[src/rtl/rxfs_pkg.sv]
package rxfs_pkg;
  // strobes from the control to the datapath
  typedef struct packed {
    logic frameStart;
    logic msbNow;
    logic bitWrap;
  } rxfsStrobes_t;
endpackage

[src/rtl/rxfsDatapath.sv]
module rxfsDatapath
  import rxfs_pkg::*;
#(
  parameter int MAX_SLOT_BITS = 32,
  parameter int NUM_SLOTS = 2,
  parameter int MAX_DELAY = 2
) (
  input  logic clk,
  input  logic rstN,
  input  logic cfgPolarity,
  input  logic cfgInternal,
  input  logic cfgPinOut,
  input  logic cfgLoopback,
  input  logic [$clog2(MAX_SLOT_BITS)-1:0] cfgSlotBitsM1,
  input  logic fsPinIn,
  input  rxfsStrobes_t strobes,
  output logic fsPinOut,
  output logic fsPinOe,
  output logic normCap,
  output logic normPrev,
  output logic [$clog2(MAX_DELAY+1):0] posReg,
  output logic posValid,
  output logic [$clog2(MAX_SLOT_BITS)-1:0] bitReg,
  output logic [$clog2(NUM_SLOTS)-1:0] slotIndex,
  output logic [$clog2(MAX_SLOT_BITS)-1:0] bitIndex,
  output logic dataValid
);
  localparam int SB_W = $clog2(MAX_SLOT_BITS);
  localparam int SL_W = $clog2(NUM_SLOTS);
  localparam int POS_W = $clog2(MAX_DELAY+1) + 1;
  localparam logic [POS_W-1:0] POS_MAX = '1;
  localparam bit IS_POW2 = (NUM_SLOTS & (NUM_SLOTS - 1)) == 0;

  logic [SB_W-1:0] genBit;
  logic [SL_W-1:0] genSlot, genSlotNext;
  logic [SL_W-1:0] slotReg, baseSlot, slotAfter;
  logic [SB_W-1:0] baseBit;
  logic pinRaw, selLine, dataRun;

  assign baseSlot = strobes.msbNow ? '0 : slotReg;
  assign baseBit  = strobes.msbNow ? '0 : bitReg;

  generate
    if (IS_POW2) begin : gSlotPow2
      assign genSlotNext = genSlot + 1'b1;
      assign slotAfter   = baseSlot + 1'b1;
    end else begin : gSlotCmp
      assign genSlotNext = (genSlot == SL_W'(NUM_SLOTS-1)) ? '0 : genSlot + 1'b1;
      assign slotAfter   = (baseSlot == SL_W'(NUM_SLOTS-1)) ? '0 : baseSlot + 1'b1;
    end
  endgenerate

  // frame sync generator on the bit clock
  always_ff @(posedge clk or negedge rstN) begin
    if (!rstN) begin
      genBit  <= '0;
      genSlot <= '0;
    end else if (genBit == cfgSlotBitsM1) begin
      genBit  <= '0;
      genSlot <= genSlotNext;
    end else begin
      genBit <= genBit + 1'b1;
    end
  end

  // pad launch on the falling bit clock edge
  always_ff @(negedge clk or negedge rstN) begin
    if (!rstN) pinRaw <= 1'b0;
    else       pinRaw <= (genSlot == '0);
  end

  assign fsPinOut = pinRaw ^ cfgPolarity;
  assign fsPinOe  = cfgPinOut;

  // source select, then the single polarity inverter
  assign selLine = (cfgInternal && !cfgLoopback) ? fsPinOut : fsPinIn;

  always_ff @(posedge clk or negedge rstN) begin
    if (!rstN) begin
      normCap  <= 1'b0;
      normPrev <= 1'b0;
    end else begin
      normCap  <= selLine ^ cfgPolarity;
      normPrev <= normCap;
    end
  end

  // bit clocks since the last frame start, saturating
  always_ff @(posedge clk or negedge rstN) begin
    if (!rstN) begin
      posReg   <= '0;
      posValid <= 1'b0;
    end else if (strobes.frameStart) begin
      posReg   <= POS_W'(1);
      posValid <= 1'b1;
    end else if (posValid && posReg != POS_MAX) begin
      posReg <= posReg + 1'b1;
    end
  end

  // slot and bit position of the data
  always_ff @(posedge clk or negedge rstN) begin
    if (!rstN) begin
      bitReg  <= '0;
      slotReg <= '0;
      dataRun <= 1'b0;
    end else if (strobes.msbNow || dataRun) begin
      dataRun <= 1'b1;
      if (strobes.bitWrap) begin
        bitReg  <= '0;
        slotReg <= slotAfter;
      end else begin
        bitReg  <= baseBit + 1'b1;
        slotReg <= baseSlot;
      end
    end
  end

  assign slotIndex = baseSlot;
  assign bitIndex  = baseBit;
  assign dataValid = strobes.msbNow | dataRun;
endmodule

[src/rtl/rxfsControl.sv]
module rxfsControl
  import rxfs_pkg::*;
#(
  parameter int MAX_SLOT_BITS = 32,
  parameter int MAX_DELAY = 2
) (
  input  logic [$clog2(MAX_DELAY+1)-1:0] cfgDataDelay,
  input  logic [$clog2(MAX_SLOT_BITS)-1:0] cfgSlotBitsM1,
  input  logic normCap,
  input  logic normPrev,
  input  logic [$clog2(MAX_DELAY+1):0] posReg,
  input  logic posValid,
  input  logic [$clog2(MAX_SLOT_BITS)-1:0] bitReg,
  output rxfsStrobes_t strobes
);
  localparam int POS_W = $clog2(MAX_DELAY+1) + 1;

  logic fsEdge, validEff, msbHit;
  logic [POS_W-1:0] posEff;

  assign fsEdge   = normCap & ~normPrev;
  assign posEff   = fsEdge ? '0 : posReg;
  assign validEff = fsEdge | posValid;
  assign msbHit   = validEff && (posEff == {1'b0, cfgDataDelay});

  always_comb begin
    strobes.frameStart = fsEdge;
    strobes.msbNow     = msbHit;
    strobes.bitWrap    = (msbHit ? '0 : bitReg) == cfgSlotBitsM1;
  end
endmodule

[src/rtl/rxFrameSyncUnit.sv]
module rxFrameSyncUnit
  import rxfs_pkg::*;
#(
  parameter int MAX_SLOT_BITS = 32,
  parameter int NUM_SLOTS = 2,
  parameter int MAX_DELAY = 2
) (
  input  logic clk,
  input  logic rstN,
  input  logic cfgPolarity,
  input  logic cfgInternal,
  input  logic cfgPinOut,
  input  logic cfgLoopback,
  input  logic [$clog2(MAX_DELAY+1)-1:0] cfgDataDelay,
  input  logic [$clog2(MAX_SLOT_BITS)-1:0] cfgSlotBitsM1,
  input  logic fsPinIn,
  output logic fsPinOut,
  output logic fsPinOe,
  output logic frameStart,
  output logic msbStrobe,
  output logic dataValid,
  output logic [$clog2(NUM_SLOTS)-1:0] slotIndex,
  output logic [$clog2(MAX_SLOT_BITS)-1:0] bitIndex
);
  localparam int SB_W = $clog2(MAX_SLOT_BITS);
  localparam int POS_W = $clog2(MAX_DELAY+1) + 1;

  rxfsStrobes_t strobes;
  logic normCap, normPrev, posValid;
  logic [POS_W-1:0] posReg;
  logic [SB_W-1:0] bitReg;

  rxfsDatapath #(
    .MAX_SLOT_BITS(MAX_SLOT_BITS), .NUM_SLOTS(NUM_SLOTS), .MAX_DELAY(MAX_DELAY)
  ) uDp (
    .clk(clk), .rstN(rstN),
    .cfgPolarity(cfgPolarity), .cfgInternal(cfgInternal),
    .cfgPinOut(cfgPinOut), .cfgLoopback(cfgLoopback),
    .cfgSlotBitsM1(cfgSlotBitsM1), .fsPinIn(fsPinIn), .strobes(strobes),
    .fsPinOut(fsPinOut), .fsPinOe(fsPinOe),
    .normCap(normCap), .normPrev(normPrev),
    .posReg(posReg), .posValid(posValid), .bitReg(bitReg),
    .slotIndex(slotIndex), .bitIndex(bitIndex), .dataValid(dataValid)
  );

  rxfsControl #(
    .MAX_SLOT_BITS(MAX_SLOT_BITS), .MAX_DELAY(MAX_DELAY)
  ) uCtl (
    .cfgDataDelay(cfgDataDelay), .cfgSlotBitsM1(cfgSlotBitsM1),
    .normCap(normCap), .normPrev(normPrev),
    .posReg(posReg), .posValid(posValid), .bitReg(bitReg),
    .strobes(strobes)
  );

  assign frameStart = strobes.frameStart;
  assign msbStrobe  = strobes.msbNow;
endmodule

[config.mk]
export PLATFORM = sky130hd
export DESIGN_NAME = rxFrameSyncUnit
export DESIGN_NICKNAME = d
export VERILOG_FILES = /design/src/rtl/rxfs_pkg.sv /design/src/rtl/rxfsDatapath.sv /design/src/rtl/rxfsControl.sv /design/src/rtl/rxFrameSyncUnit.sv
export SDC_FILE = /design/constraint.sdc
export NUM_CORES = 1
export LEC_CHECK = 0
export ABC_AREA = 0
export BUFFER_PORTS_ARGS = -buffer_cell sky130_fd_sc_hd__buf_2
export CAP_MARGIN = 20
export CELL_PAD_IN_SITES_DETAIL_PLACEMENT = 1
export CELL_PAD_IN_SITES_GLOBAL_PLACEMENT = 2
export CORE_ASPECT_RATIO = 0.6
export CORE_MARGIN = 1
export CORE_UTILIZATION = 33
export DETAILED_ROUTE_END_ITERATION = 10
export GPL_ROUTABILITY_DRIVEN = 1
export GPL_TIMING_DRIVEN = 1
export PLACE_DENSITY = 0.81
export SYNTH_ARGS = -nofsm -noshare
export SYNTH_HDL_FRONTEND = slang
export SYNTH_SLANG_ARGS = --single-unit
[constraint.sdc]
create_clock -name clk -period 3.2 [get_ports clk]
set_input_delay 0.64 -clock clk [delete_from_list [all_inputs] [get_ports clk]]
set_output_delay 0.64 -clock clk [all_outputs]
set_load 0.02 [all_outputs]
==> metrics.md, run 1 <==
| Metric | Value |
|---|---|
| Status | `complete, but fails checks` |
| Failing checks | `setup timing` |
| Unrepaired setup endpoints after global routing | `true` |
| MaxCap Viol Count | `0` |
| Post-synthesis cell area | `1210 sq um` |
| Total power | `1.26 mW` |
| Fin Hold WS | `0.397 ns` |
| DRT Pass-1 Iters | `4` |
| Most frequent cells in the layout | `buf_2 (21), dfrtp_1 (19), nor2_1 (13)` |
| Num Clock Sinks | `20` |
| Sequential element share of the synthesized area | `41.4%` |
| Initial antenna violation count | `0` |
| Placed Instances | `191` |
| CTS tree | `built` |
| Final setup vio count | `1` |
| Power Density | `875 nW/um^2` |
| CP Cell Sequence | `xor2_1 -> buf_4` |
| Relative slew slack | `52.6%` |
| Hold Crit Class | `input pin to asynchronous set/reset pin` |
| Die Span Y | `48.9 um` |
| R2R Path Start | `uDp.pinRaw$_DFF_NN0_` |
| Drc violations | `0` |
| Worst-margin pin slew | `0.706 ns` |
| Post-synthesis average cell area | `9.68 sq um` |
| Layout cell share with drive strength beyond 1 | `24.3%` |
| Lkg Pwr | `0.660 nW` |
| Rows | `16` |
| Clock network fraction of design power | `13.4%` |
| Crit path max-delay family | `flip-flops` |
| Total GRT Usage | `17.8%` |
| Avg Vias per Cell | `5.10` |
| Antenna Cells | `0` |
| Switch share | `42.2%` |
| Starting Density | `35.8%` |
| Buf+Inv Stages, Crit Path | `1` |
| Antenna Nets Post-Route | `0` |
| Dpl hpwl | `2390 um` |
| Kind of end point of the critical path | `primary output` |
| Reg2reg setup slack | `0.68 ns` |
| Met3 WL | `96 um` |
| CP startpoint kind | `flop` |
| Number of non-filler instances in the completed layout | `197` |
| Sequential Power Share | `37.5%` |
| Routed wl met2 | `1400 um` |
| Clk_lat worst skew | `0.27 ns` |
| I/O pins | `25` |
| Core Area | `3380 sq um` |
| Vias in the first global route | `1030` |
| Largest net degree at the start of global routing | `20` |
| Routed WL | `3040 um` |
| Root buf cell | `clkbuf_8` |
| Total Nets Final | `171` |
| First-pass GRT wire length | `5180 um` |
| Max stage delay on crit path | `0.43 ns` |
| Cells after Synth | `125` |
| Terminus of the critical flop-to-flop path | `uDp.normCap$_DFF_PN0_` |
| Die X | `80.2 um` |
| Final WS setup | `-0.0254 ns` |
| Synthesized flop and latch total | `20` |
| Commonest non-fill, non-tap cell in the layout | `buf_2` |
| DR iter-0 viols | `38` |
| Crit path required time | `2.56 ns` |
| Synth warnings | `0` |
| CTS H-tree depth | `1` |
| CP Max Fanout | `2` |
| Clk_skew | `0.0151 ns` |
| Int Pwr | `727 uW` |
| Synth-to-layout area growth | `18.8%` |
| CTS buffer count | `3` |
| Fin util | `42.5%` |
| Congestion Overflow GR | `0` |
| Fin. max-slew vios | `0` |
| Die area | `3920 sq um` |
| Comb pwr share | `49.1%` |
| Synth Net Count | `143` |
| DR WL/cell | `15.4 um` |
| WP data arrival | `2.59 ns` |
| Crit Path Class | `flop to primary output` |
| Vias | `1005` |
| Port Buffers | `22` |
| WP depth | `2` |
| Clock buffer depth | `2` |
| Met1 wire length | `1530 um` |
| Sw power | `531 uW` |
| Gp weighted congestion | `0.770` |
| Slowest cell on the critical path | `dfrtn_1` |
| FF-to-FF path depth | `3` |
| Fin. Hold Viols | `0` |
| Maximum vdd ir drop | `0.311 mV` |
| Netlist cell types | `36` |
| Top layer in use | `met4` |
| Clk slew on worst S/H paths | `0.07 ns` |
==> cell usage after synthesis <==
| cell | count | share of area (%) |
|---|---|---|
| a31o_2 | 1 | 0.72 |
| o22ai_1 | 2 | 1.0 |
| o221a_1 | 1 | 0.93 |
| nor4b_2 | 1 | 1.2 |
| nor2_1 | 13 | 4.0 |
| dfrtp_1 | 19 | 39 |
| nor4_1 | 3 | 1.6 |
| buf_4 | 1 | 0.62 |
| a31oi_1 | 4 | 2.1 |
| o31ai_4 | 1 | 1.8 |
| or3_1 | 1 | 0.52 |
| o41ai_2 | 1 | 1.3 |
| o41ai_1 | 1 | 0.72 |
| xor2_1 | 5 | 3.6 |
| o32a_1 | 1 | 0.83 |
| o41a_1 | 1 | 0.93 |
| o32a_2 | 1 | 0.93 |
| nor2b_1 | 7 | 3.6 |
| nand3_1 | 5 | 2.1 |
| nand2b_4 | 1 | 1.1 |
| mux2i_1 | 1 | 0.83 |
| ha_1 | 4 | 4.1 |
| nor4bb_1 | 2 | 1.7 |
| nor2b_4 | 1 | 1.1 |
| buf_2 | 1 | 0.41 |
| inv_1 | 10 | 3.1 |
| nand2_1 | 7 | 2.2 |
| xnor2_1 | 10 | 7.2 |
| buf_1 | 1 | 0.31 |
| nor2b_2 | 1 | 0.72 |
| nor3_1 | 3 | 1.2 |
| a21boi_0 | 2 | 1.2 |
| o21ai_0 | 6 | 2.5 |
| and3_1 | 2 | 1.0 |
| a21oi_1 | 3 | 1.2 |
| dfrtn_1 | 1 | 2.1 |
==> state kept, by name, indices dropped and copies added, names as in the netlist <==
register      cells
uDp.genBit        5
uDp.dataRun       1
uDp.bitReg        5
uDp.pinRaw        1
uDp.normCap       1
uDp.posValid      1
uDp.slotReg       1
uDp.posReg        3
uDp.normPrev      1
uDp.genSlot       1
==> power groups by stage <==
stage,clock network [mW],logic (mW),registers [mW]
2_1_floorplan,0,0.458,0.440
3_3_place_gp,0,0.576,0.467
3_5_place_dp,0,0.595,0.478
4_1_cts,0.181,0.615,0.474
5_1_grt,0.194,0.699,0.491
6_report,0.168,0.618,0.472
==> cells by family (layout without fill, tap and decap cells) <==
group | Yosys count | in the layout | synth area share, %
AO/OA/AOI/OAI | 25 | 25 | 16.2
multiplexers | 1 | 1 | 0.827
buffers and inverters | 13 | 40 | 4.45
adder cells (fa/ha/maj) | 4 | 4 | 4.14
flip-flops | 20 | 20 | 41.4
AND/OR/NAND/NOR | 47 | 47 | 22.1
XOR/XNOR | 15 | 15 | 10.9
==> stage by stage <==
| stage | worst slack (ns) | TNS, ns | area (sq um) |
|---|---|---|---|
| global placement | 0.256 | 0 | 1380 |
| CTS | -0.0313 | -0.0313 | 1430 |
| detailed placement | 0.228 | 0 | 1380 |
| floorplan | 0.194 | 0 | 1210 |
| global route | -0.0611 | -0.0611 | 1440 |
| finish | -0.0254 | -0.0254 | 1440 |
==> worst max-delay path by stage <==
stage	endpoint	start	slack (ns)
floorplan	fsPinOut	uDp.pinRaw$_DFF_NN0_	0.19
global placement	fsPinOut	uDp.pinRaw$_DFF_NN0_	0.26
detailed placement	fsPinOut	uDp.pinRaw$_DFF_NN0_	0.23
CTS	fsPinOut	uDp.pinRaw$_DFF_NN0_	-0.03
global route	fsPinOut	uDp.pinRaw$_DFF_NN0_	-0.06
finish	fsPinOut	uDp.pinRaw$_DFF_NN0_	-0.03
==> per-layer routing <==
metal  global-route usage (%)  vias to the layer above
li1                         -                      494
met1                     24.6                      494
met2                     28.5                       15
met3                     5.05                        2
met4                     2.08                        0
met5                        0                        -
==> repair_timing <==
action / 4_1_cts / 5_1_grt
hold buffers: 0 / 0
pin swaps: 1 / 0
endpoints found under the setup margin: 1 / 1
setup buffers: 1 / 1
gates resized for setup: 1 / 0
==> layout make-up <==
type                    instances  area, sq um
multi-input cells              92          656
well taps                      45         56.3
repair buffers                 26          143
flip-flops and latches         20          500
clock buffers                   4         45.0
inverters                      10         37.5
fillers                       409         1950
Note: power is estimated with default switching activity, not from simulation.
==> run 2, diff against run 1 <==
Settings changed: SETUP_SLACK_MARGIN set to 0.3.
==> metrics.md, run 2 (same netlist as run 1, synthesis figures left out) <==
| Metric | Value |
|---|---|
| Drc violations | `0 (unchanged)` |
| Vias in the first global route | `1045 (+1.5%)` |
| Final WS setup | `-0.0325 ns (-0.00711 ns)` |
| Slowest cell on the critical path | `dfrtn_1` |
| Congestion Overflow GR | `0 (unchanged)` |
| Clk_skew | `0.0139 ns (-0.00115 ns)` |
| Total power | `1.30 mW (+3.2%)` |
| Num Clock Sinks | `20 (unchanged)` |
| Clk slew on worst S/H paths | `0.08 ns (about the same)` |
| I/O pins | `25 (unchanged)` |
| Fin util | `43.2% (+0.74 points)` |
| WP data arrival | `2.59 ns (about the same)` |
| Antenna Cells | `0 (unchanged)` |
| FF-to-FF path depth | `2 (-1)` |
| Terminus of the critical flop-to-flop path | `uDp.normCap$_DFF_PN0_` |
| Crit Path Class | `flop to primary output` |
| CP Max Fanout | `2 (unchanged)` |
| Root buf cell | `clkbuf_8` |
| Top Registers | `uDp.bitReg: 5 flops, uDp.genBit: 5 flops, uDp.posReg: 3 flops` |
| Area of the multi-input gates | `663 sq um (+1.1%)` |
| Vias | `1017 (+1.2%)` |
| Most frequent cells in the layout | `buf_2 (21), dfrtp_1 (19), nor2_1 (13)` |
| CP startpoint kind | `flop` |
| Fin. Hold Viols | `0 (unchanged)` |
| Clk_lat worst skew | `0.27 ns (about the same)` |
| Total GRT Usage | `17.3% (-0.47 points)` |
| Layout fillers | `410 (+0.24%)` |
| Failing checks | `setup timing` |
| R2R Path Start | `uDp.pinRaw$_DFF_NN0_` |
| Crit path required time | `2.56 ns (about the same)` |
| First-pass GRT wire length | `5130 um (-1.1%)` |
| Die Span Y | `48.9 um (unchanged)` |
| Reg2reg setup slack | `0.79 ns (+0.11 ns)` |
| Total Nets Final | `172 (+0.58%)` |
| Antenna Nets Post-Route | `0 (unchanged)` |
| Maximum vdd ir drop | `0.322 mV (+3.5%)` |
| Die area | `3920 sq um (unchanged)` |
| MaxCap Viol Count | `0 (unchanged)` |
| Worst-margin pin slew | `0.685 ns (-0.0211 ns)` |
| Initial antenna violation count | `0 (unchanged)` |
| CTS H-tree depth | `1 (unchanged)` |
| Commonest non-fill, non-tap cell in the layout | `buf_2` |
| Port Buffers | `22 (unchanged)` |
| Largest net degree at the start of global routing | `20 (unchanged)` |
| DR WL/cell | `15.2 um (-1.6%)` |
| CP Cell Sequence | `xor2_2 -> buf_4` |
| DRT Pass-1 Iters | `4 (unchanged)` |
| Status | `complete, but fails checks` |
| Gp weighted congestion | `0.773 (+0.44%)` |
| Relative slew slack | `54.0% (+1.4 points)` |
| Routed WL | `3010 um (-1.1%)` |
| Buf+Inv Stages, Crit Path | `1 (unchanged)` |
| Rows | `16 (unchanged)` |
| Hold Crit Class | `input pin to asynchronous set/reset pin` |
| Avg Vias per Cell | `5.14 (+0.68%)` |
| Kind of end point of the critical path | `primary output` |
| Die X | `80.2 um (unchanged)` |
| Clock buffer depth | `2 (unchanged)` |
| Post-route design area | `1460 sq um (+1.7%)` |
| Fin. max-slew vios | `0 (unchanged)` |
| CTS buffer count | `3 (unchanged)` |
| CTS tree | `built` |
| Layout cell share with drive strength beyond 1 | `26.1% (+1.8 points)` |
| FF/Latch Area | `500 sq um (unchanged)` |
| Unrepaired setup endpoints after global routing | `true` |
| DR iter-0 viols | `49 (+29%)` |
| Dpl cell area | `1380 sq um (+0.55%)` |
| Power Density | `888 nW/um^2 (+1.5%)` |
| Synth-to-layout area growth | `20.9%` |
| Crit path max-delay family | `flip-flops` |
| Dpl hpwl | `2290 um (-3.9%)` |
| Final setup vio count | `1 (unchanged)` |
| Max stage delay on crit path | `0.44 ns (about the same)` |
| Place WS | `0.223 ns (-0.00529 ns)` |
| Hold buffers post-CTS | `0 (unchanged)` |
| Starting Density | `35.8% (unchanged)` |
| Core Area | `3380 sq um (unchanged)` |
| Lkg Pwr | `0.672 nW (+1.9%)` |
==> run 2: changes by cell type in the layout (fill, tap and decap cells not counted), sizes merged <==
cell	previous run	this run
buf	26	27
==> run 2: per-layer routing <==
layer | vias to the layer above | routed length (um) | track usage (%)
met5 | - | 0 | 0
met4 | 0 | 12 | 2.98
met3 | 4 | 107 | 4.30
met2 | 13 | 1360 | 26.8
met1 | 508 | 1530 | 24.7
li1 | 492 | - | -
==> run 2: where the power goes <==
| group | internal, mW | switching, mW | leakage (nW) |
|---|---|---|---|
| logic | 0.293 | 0.342 | 0.405 |
| registers | 0.354 | 0.116 | 0.238 |
| clock network | 0.110 | 0.0845 | 0.0288 |
==> run 2: final cells by class <==
type	count	share of cell area, %
Tap cell	45	3.85
Inverter	10	2.57
Sequential cell	20	34.2
Clock buffer	4	3.76
Timing Repair Buffer	27	10.3
Multi-Input combinational cell	92	45.3
==> run 2: worst register-to-register path, stage by stage (launching register included) <==
cell     delay, ns
dfrtn_1       0.37
buf_4         0.14
a31o_2        0.19
==> run 2: worst max path at each step <==
stage | endpoint | slack [ns] | from | cells after the start
2_1_floorplan | fsPinOut | 0.27 | uDp.pinRaw$_DFF_NN0_ | 1
3_3_place_gp | fsPinOut | 0.24 | uDp.pinRaw$_DFF_NN0_ | 2
3_5_place_dp | fsPinOut | 0.22 | uDp.pinRaw$_DFF_NN0_ | 2
4_1_cts | fsPinOut | -0.05 | uDp.pinRaw$_DFF_NN0_ | 2
5_1_grt | fsPinOut | -0.07 | uDp.pinRaw$_DFF_NN0_ | 2
6_report | fsPinOut | -0.03 | uDp.pinRaw$_DFF_NN0_ | 2
==> run 2: per-stage QoR <==
step           TNS, ns  hold slack [ns]  instances
3_3_place_gp         0            0.421        191
3_5_place_dp         0            0.422        191
4_1_cts        -0.0497            0.400        196
2_1_floorplan        0            0.344        125
5_1_grt        -0.0691            0.411        198
6_report       -0.0325            0.397        198
==> run 2: repair_timing <==
action                     CTS  global route
setup endpoints to repair    1             2
pin swaps                    0             0
buffers inserted             1             2
resized for setup            1             0
